==> src/rtl/tbase_pkg.sv <==
package tbase_pkg;
  // monitor period is 2^-MON_LOG2 of a second
  localparam int MON_LOG2 = 5;
  typedef enum logic {INTV_SINGLE = 1'b0, INTV_DOUBLE = 1'b1} intv_sel_e;
endpackage

==> src/rtl/tb_prescale.sv <==
module tb_prescale #(
  parameter int PRE_W = 2
) (
  input  logic clk,
  input  logic rst,
  output logic pre_tick_o
);
  generate
    if (PRE_W == 0) begin : g_bypass
      assign pre_tick_o = 1'b1;
    end else begin : g_div
      logic [PRE_W-1:0] div_q;
      always_ff @(posedge clk) begin
        if (rst) div_q <= '0;
        else     div_q <= div_q + 1'b1;
      end
      assign pre_tick_o = &div_q;


      tick_gap_chk: assert property (@(posedge clk) disable iff (rst)
        pre_tick_o |=> !pre_tick_o);
    end
  endgenerate
endmodule

==> src/rtl/tb_inhibit.sv <==
module tb_inhibit #(
  parameter int N_W = 7
) (
  input  logic           clk,
  input  logic           rst,
  input  logic           pre_tick_i,
  input  logic           load_i,
  input  logic [N_W-1:0] n_i,
  output logic           adv_o
);
  logic [N_W-1:0] inh_q;

  always_ff @(posedge clk) begin
    if (rst)                              inh_q <= '0;
    else if (load_i)                      inh_q <= n_i;
    else if (pre_tick_i && inh_q != '0)   inh_q <= inh_q - 1'b1;
  end

  assign adv_o = pre_tick_i && (inh_q == '0);


  hold_inh_chk: assert property (@(posedge clk) disable iff (rst)
    (!pre_tick_i && !load_i) |=> $stable(inh_q));
endmodule

==> src/rtl/tb_chain.sv <==
module tb_chain #(
  parameter int SEC_W = 13
) (
  input  logic             clk,
  input  logic             rst,
  input  logic             adv_i,
  output logic [SEC_W-1:0] cnt_o,
  output logic             sec_wrap_o,
  output logic             frame_wrap_o
);
  localparam int FW = SEC_W - tbase_pkg::MON_LOG2;

  logic [SEC_W-1:0] cnt_q;

  always_ff @(posedge clk) begin
    if (rst)        cnt_q <= '0;
    else if (adv_i) cnt_q <= cnt_q + 1'b1;
  end

  assign cnt_o        = cnt_q;
  assign sec_wrap_o   = adv_i && (&cnt_q);
  assign frame_wrap_o = adv_i && (&cnt_q[FW-1:0]);


  cnt_hold_chk: assert property (@(posedge clk) disable iff (rst)
    !adv_i |=> $stable(cnt_q));
endmodule

==> src/rtl/tb_interval.sv <==
module tb_interval #(
  parameter int SECS = 60
) (
  input  logic clk,
  input  logic rst,
  input  logic sec_wrap_i,
  input  logic dbl_i,
  output logic wrap_o
);
  localparam int SW = (2 * SECS > 1) ? $clog2(2 * SECS) : 1;
  localparam logic [SW-1:0] LAST_S = SW'(SECS - 1);
  localparam logic [SW-1:0] LAST_D = SW'(2 * SECS - 1);

  logic [SW-1:0] sec_q;
  logic [SW-1:0] last;

  assign last   = dbl_i ? LAST_D : LAST_S;
  assign wrap_o = sec_wrap_i && (sec_q >= last);

  always_ff @(posedge clk) begin
    if (rst)             sec_q <= '0;
    else if (wrap_o)     sec_q <= '0;
    else if (sec_wrap_i) sec_q <= sec_q + 1'b1;
  end


  sec_range_chk: assert property (@(posedge clk) disable iff (rst)
    sec_q <= LAST_D);
endmodule

==> src/rtl/cal_timebase.sv <==
module cal_timebase #(
  parameter int PRE_W         = 2,
  parameter int SEC_W         = 13,
  parameter int SECS_PER_INTV = 60
) (
  input  logic       clk,
  input  logic       rst,
  input  logic [7:0] cal_i,
  input  logic       meas_i,
  output logic       tick_o,
  output logic       mon_o,
  output logic       hz1_o,
  output logic       intv_o
);
  localparam int N_W     = 7;
  localparam int MON_BIT = SEC_W - tbase_pkg::MON_LOG2 - 1;

  logic             pre_tick, adv, load;
  logic             sec_wrap, frame_wrap, intv_wrap;
  logic [SEC_W-1:0] cnt;
  tbase_pkg::intv_sel_e sel;

  assign sel  = tbase_pkg::intv_sel_e'(cal_i[0]);
  assign load = meas_i ? frame_wrap : intv_wrap;

  tb_prescale #(.PRE_W(PRE_W)) u_pre (
    .clk(clk), .rst(rst), .pre_tick_o(pre_tick));

  tb_inhibit #(.N_W(N_W)) u_inh (
    .clk(clk), .rst(rst), .pre_tick_i(pre_tick), .load_i(load),
    .n_i(cal_i[7:1]), .adv_o(adv));

  tb_chain #(.SEC_W(SEC_W)) u_chain (
    .clk(clk), .rst(rst), .adv_i(adv), .cnt_o(cnt),
    .sec_wrap_o(sec_wrap), .frame_wrap_o(frame_wrap));

  tb_interval #(.SECS(SECS_PER_INTV)) u_intv (
    .clk(clk), .rst(rst), .sec_wrap_i(sec_wrap),
    .dbl_i(sel == tbase_pkg::INTV_DOUBLE), .wrap_o(intv_wrap));

  always_ff @(posedge clk) begin
    if (rst) begin
      tick_o <= 1'b0;
      intv_o <= 1'b0;
    end else begin
      tick_o <= adv;
      intv_o <= intv_wrap;
    end
  end

  assign mon_o = cnt[MON_BIT];
  assign hz1_o = cnt[SEC_W-1];


  intv_pulse_chk: assert property (@(posedge clk) disable iff (rst)
    intv_o |=> !intv_o);

  intv_on_tick_chk: assert property (@(posedge clk) disable iff (rst)
    intv_o |-> tick_o);
endmodule

==> config.mk <==
export PLATFORM = sky130hd
export DESIGN_NAME = cal_timebase
export DESIGN_NICKNAME = d
export VERILOG_FILES = /design/src/rtl/tbase_pkg.sv /design/src/rtl/tb_prescale.sv /design/src/rtl/tb_inhibit.sv /design/src/rtl/tb_chain.sv /design/src/rtl/tb_interval.sv /design/src/rtl/cal_timebase.sv
export SDC_FILE = /design/constraint.sdc
export NUM_CORES = 1
export LEC_CHECK = 0
export BUFFER_PORTS_ARGS = -buffer_cell sky130_fd_sc_hd__buf_2
export CAP_MARGIN = 30
export CELL_PAD_IN_SITES_DETAIL_PLACEMENT = 1
export CELL_PAD_IN_SITES_GLOBAL_PLACEMENT = 2
export CORE_UTILIZATION = 32
export CTS_CLUSTER_SIZE = 10
export DETAILED_ROUTE_END_ITERATION = 16
export PLACE_DENSITY_LB_ADDON = 0.08
export SYNTH_ARGS = -nofsm -noshare
export SYNTH_HDL_FRONTEND = slang
export SYNTH_SLANG_ARGS = --single-unit
==> constraint.sdc <==
create_clock -name clk -period 2.2 [get_ports clk]
set_input_delay 0.11 -clock clk [delete_from_list [all_inputs] [get_ports clk]]
set_output_delay 0.11 -clock clk [all_outputs]
set_load 0.02 [all_outputs]
## Word level (Yosys, flattened, before mapping)

Cells that the tools add are included.

- Bits of input ports: 11
- Register bits: 31
- Output and inout port bits: 4
- Word-level logic and storage cells: 27

- Magnitude comparators: 1
- Multiplexer cells: 4
- Reduce and logical (&&, ||, !) cells: 12
- Add/sub/neg operators: 4

Operators by type and width:

| cell | number |
|---|---|
| two-way mux 7 bit | 3 |
| adder 13 x 1 -> 13 bit (second input constant) | 1 |
| AND reduction 13 bit | 1 |
| AND reduction 8 bit | 1 |
| adder 7 x 1 -> 7 bit (second input constant) | 1 |
| greater-or-equal comparator 7 bit | 1 |
| logical NOT 7 bit | 1 |
| nonzero test 7 bit | 1 |
| subtractor 7 x 1 -> 7 bit (second input constant) | 1 |
| logical AND 1 bit | 5 |
| adder 2 x 1 -> 2 bit (second input constant) | 1 |
| AND reduction 2 bit | 1 |
| nonzero test 2 bit | 1 |
| OR reduction 2 bit | 1 |
| two-way mux 1 bit | 1 |

## Longest topological paths before layout

- Depth in word-level cells: 6
- Mapped depth: 9
- Gate-level depth less buffers: 7

## By module

From an unflattened synthesis, not the netlist that was laid out.

- Cell total of the unflattened synthesis: 177
- Area, all modules: 1616.6 um^2

Modules (own cells, without submodules):

| module | instances | seq. area each (um^2) | cells an instance | area an instance (um^2) |
|---|---|---|---|---|
| tb_chain | 1 | 260.2 | 68 | 596.8 |
| tb_inhibit | 1 | 140.1 | 56 | 471.7 |
| tb_interval | 1 | 140.1 | 43 | 417.9 |
| cal_timebase | 1 | 40.0 | 5 | 67.6 |
| tb_prescale | 1 | 40.0 | 5 | 62.6 |

## Least setup slack after synthesis

OpenSTA, ideal clock, no wires.

- Path kind: flip-flop to flip-flop
- Start point: register u_inh.inh_q[0]
- End point: register u_intv.sec_q[3]
- Clock period less this slack: 2.290 ns
- Buffers on the path: 1
- Cell stages (with the launch flop): 9
- Arrival time: 2.203 ns
- Path slack: -0.090 ns
- Data required time: 2.113 ns
- Setup time: 0.087 ns
- Cells stage by stage: dfxtp_1 > inv_1 > ha_1 > or4b_1 > buf_6 > nor4_4 > o211ai_4 > or4_1 > o31ai_1

- Word-level cells in the longest chain between the ends: 5

RTL lines:

| what | line | RTL |
|---|---|---|
| start: declaration | tb_inhibit.sv:11 | `logic [N_W-1:0] inh_q;` |
| start signal: assignment | tb_inhibit.sv:15 | `else if (load_i) inh_q <= n_i;` |
| start signal: assignment | tb_inhibit.sv:16 | `else if (pre_tick_i && inh_q != '0) inh_q <= inh_q - 1'b1;` |
| logical NOT 7 bit (*) | tb_inhibit.sv:19 | `assign adv_o = pre_tick_i && (inh_q == '0);` |
| logical AND 1 bit (*) | tb_inhibit.sv:19 |  |
| logical AND 1 bit (*) | tb_chain.sv:21 | `assign sec_wrap_o = adv_i && (&cnt_q);` |
| logical AND 1 bit | tb_interval.sv:18 | `assign wrap_o = sec_wrap_i && (sec_q >= last);` |
| OR reduction 2 bit (no source line) | - |  |
| end signal: assignment | tb_interval.sv:23 | `else if (sec_wrap_i) sec_q <= sec_q + 1'b1;` |
| end: declaration | tb_interval.sv:14 | `logic [SW-1:0] sec_q;` |

Mark *: on every way between the ends. The rest lies on a longest branch, timed or not.
A chain may end at the register's enable or synchronous reset.

## Final worst setup path

- Start point: register u_inh.inh_q[0]
- End point: register u_inh.inh_q[0]

- Word-level cells in the longest chain between the ends: 6
- Elaborated cells on any way between the ends: 12
- Those cells by class: 1 x add/sub; 3 x mux; 8 x reduce/logical

RTL lines:

| what |
|---|
| parallel branches: the longest is 6 deep, another holds subtractor 7 x 1 -> 7 bit |

Several ways; the timed one is not identified. The select of a mux whose other input is x is not followed.

==> run_results.csv <==
group,metric,value,unit
cts,numCtsBuffers,5,
yosys,synth_largest_area_cell,"dfxtp_1",
timing,fin_skew,7.21,ps
floorplan,rows,25,
power_and_ir_drop,powerDensity,516,nW/um^2
timing,worst_slack,89.0,ps
timing,rsz0062_at_grt,"true",
place,dpl.hpwl,3010,microns
detailed_routing,first_pass_iters,4,
detailed_routing,drt_iter0_markers,26,
place,gp_congestion,0.750,
hold_path,hp-class,"input port to flop",
place,dp_slack,-41.0,ps
timing,slew_headroom,55.0,%
floorplan,fp.dieH,73.6,microns
layout,area_growth,27.4,%
grt,grt_overflow_total,0,
setup_path,worstPathMaxFanout,7,
timing,hold_viol,0,
timing,holdWs,81.7,ps
yosys,yosysWarningCount,0,
grt,grt.busiest_layer,"met2",
setup_path,crit_chain,"inv_2 > ha_4 > or4b_4 > nor4_4 > buf_4 > nor4b_4 > buf_6 > o21ba_4 > a211oi_2",
grt,grt_pass1_wl,6990,microns
setup_path,critPathCaptureType,"flop",
timing,fmax,474,MHz
layout,num-nets-final,245,
yosys,synth_area_leaders,"dfxtp_1 (38%), ha_1 (6.1%), nor2_1 (5.0%), a21oi_1 (4.9%), xnor2_1 (3.7%)",
grt,grt_antenna_before_repair,0,
detailed_routing,drt_wl_total,4110,microns
cts,clk_latency,280,ps
setup_path,crit_slowest_cell,"or4b_4",
detailed_routing,vias_per_cell,5.03,
timing,tightest_slew,675,ps
power_and_ir_drop,fin_total_pwr,1.08,mW
setup_path,critical-path-max-stage-delay,490,ps
grt,grtUsageMet3,3.70,%
grt,track_usage,16.8,%
yosys,syn_avg_cell_area,8.55,sq um
layout,antenna_cells,0,
setup_path,cp.arrival,2240,ps
detailed_routing,ant_nets,0,
floorplan,core,4820,sq um
floorplan,fp.dieArea,5420,sq um
grt,gr-usage-met1,21.9,%
setup_path,path_buf_inv,3,
grt,grt_max_degree,37,
yosys,synth_cells,192,
grt,met2_usage,28.0,%
yosys,ys_types,46,
power_and_ir_drop,p_leak,0.765,nW
cts,clock_path_buffers,2,
detailed_routing,dr_total_vias,1475,
setup_path,cp-startpoint,"u_inh.inh_q[0]",
flow_run,cap_violations,0,
cts,tritoncts,"built",
hold_path,hold_start,"cal_i[2]",
cts,postCtsHoldBufs,0,
layout,design_area,2090,sq um
floorplan,start_util,34.1,%
floorplan,io_pins,15,
place,place_area,1900,sq um
yosys,yosysTopAreaCellShare,37.8,%
timing,slew_viol_final,0,
setup_path,worst_path_dominant_cell_family,"simple AND/OR/NAND/NOR gates",
grt,grt_pass1_vias,1497,
cts,path_clk_slew,60,ps
place,io_buffers,14,
timing,finalCriticalPeriod,2110,ps
layout,drive_above_1_share,30.5,%
cts,htree_num_levels,2,
yosys,synth_seq_area_share,37.8,%
yosys,ys_ff_latch,31,
cts,clock-sinks,31,
setup_path,crit_path_start_kind,"flop",
run_status,status,"finished clean",
timing,fin_crit_sh,96.0,%
yosys,syn-num-nets,211,
cts,ctsRootBufferMaster,"clkbuf_8",
detailed_routing,drc,0,
yosys,synth_area,1640,sq um
floorplan,fp.dieW,73.6,microns
setup_path,criticalPathCategory,"flop to flop",
setup_path,rr_startpoint,"u_inh.inh_q[0]",
detailed_routing,drt-wirelength-per-cell,14.0,microns
power_and_ir_drop,ir_drop,361,uV
timing,setup_viol,0,
setup_path,cp.required,2330,ps
cell type report:
cell class                 instances  area (sq um)
clock buffer                       6          82.6
clock inverter                     1          5.00
fill                             604          2730
inverter                           9          33.8
multi-input combinational        145          1030
sequential                        31           626
tap                               67          83.8
timing repair buffer              34           228
power breakdown:
group          switching [mW]  internal [mW]
Clock                   0.211          0.245
Combinational          0.0273         0.0237
Sequential            0.00467          0.567
Total                   0.243          0.836
cells by family after synthesis:
family | share of synthesized area [%]
AO/OA/AOI/OAI | 14.6
buffers and inverters | 4.19
flip-flops | 37.8
XOR/XNOR | 6.94
multiplexers | 1.30
adder cells (fa/ha/maj) | 6.10
AND/OR/NAND/NOR | 29.1
placed cells by master (no fill, tap or decap), types with 5 or more instances in the layout:
master / synthesis / final
dfxtp_1: 31 / 27
nor2_1: 22 / 22
buf_4: 0 / 18
a21oi_1: 16 / 15
nand2_1: 15 / 14
buf_2: 1 / 14
nor3_1: 8 / 8
nand3_1: 8 / 8
inv_1: 9 / 7
xnor2_1: 7 / 7
xor2_1: 6 / 6
ha_1: 8 / 6
clkbuf_8: 0 / 6
o21ai_0: 9 / 5
tightest hold or removal path: stages:
cell      delay, ps
buf_2           100
nand2b_1         60
mux2i_1          50
per-layer routing:
layer	up-vias	part of all wire, %
met5	-	0
met4	0	0.93
met3	5	1.9
met2	13	49
met1	709	49
li1	748	-
synth_stat cells (all sizes together):
| master | n |
|---|---|
| a211o | 1 |
| a211oi | 2 |
| a21oi | 16 |
| a311oi | 1 |
| a31oi | 2 |
| and2 | 2 |
| and3 | 2 |
| buf | 3 |
| clkbuf | 4 |
| dfxtp | 31 |
| ha | 8 |
| inv | 9 |
| mux2 | 1 |
| mux2i | 1 |
| nand2 | 15 |
| nand2b | 4 |
| nand3 | 8 |
| nand4 | 4 |
| nor2 | 23 |
| nor2b | 1 |
| nor3 | 8 |
| nor3b | 1 |
| nor4 | 3 |
| nor4b | 2 |
| o211ai | 1 |
| o21a | 1 |
| o21ai | 9 |
| o21ba | 1 |
| o31a | 1 |
| o31ai | 1 |
| o32ai | 1 |
| or2 | 2 |
| or3 | 2 |
| or3b | 1 |
| or4 | 5 |
| or4b | 2 |
| xnor2 | 7 |
| xor2 | 6 |
flip-flops by register name (all words and copies together), names as in the netlist:
signal	flops
u_chain.cnt_o	13
u_intv.sec_q	7
tick_o	1
intv_o	1
u_pre.g_div.div_q	2
u_inh.inh_q	7
worst paths after layout:
check,endpoint,slack [ps],depth (start not counted)
max,u_inh.inh_q[0],90,9
min,u_inh.inh_q[1],80,3
max reg2reg,u_inh.inh_q[0],90,9
min reg2reg,u_pre.g_div.div_q[0],430,1
metrics by stage:
| stage | TNS [ps] | instances | utilization (%) |
|---|---|---|---|
| finish | 0 | 293 | 43.4 |
| global route | -131 | 293 | 43.4 |
| CTS | 0 | 292 | 42.2 |
| detailed placement | -64.6 | 282 | 39.4 |
| global placement | 0 | 282 | 39.4 |
| floorplan | 0 | 192 | - |
timing repair:
action	CTS	global route
buffers inserted	3	1
cloned	0	0
pin swaps	3	8
resized for setup	5	15
setup endpoints to repair	5	20
No activity file was read; power rests on OpenSTA's default activity.
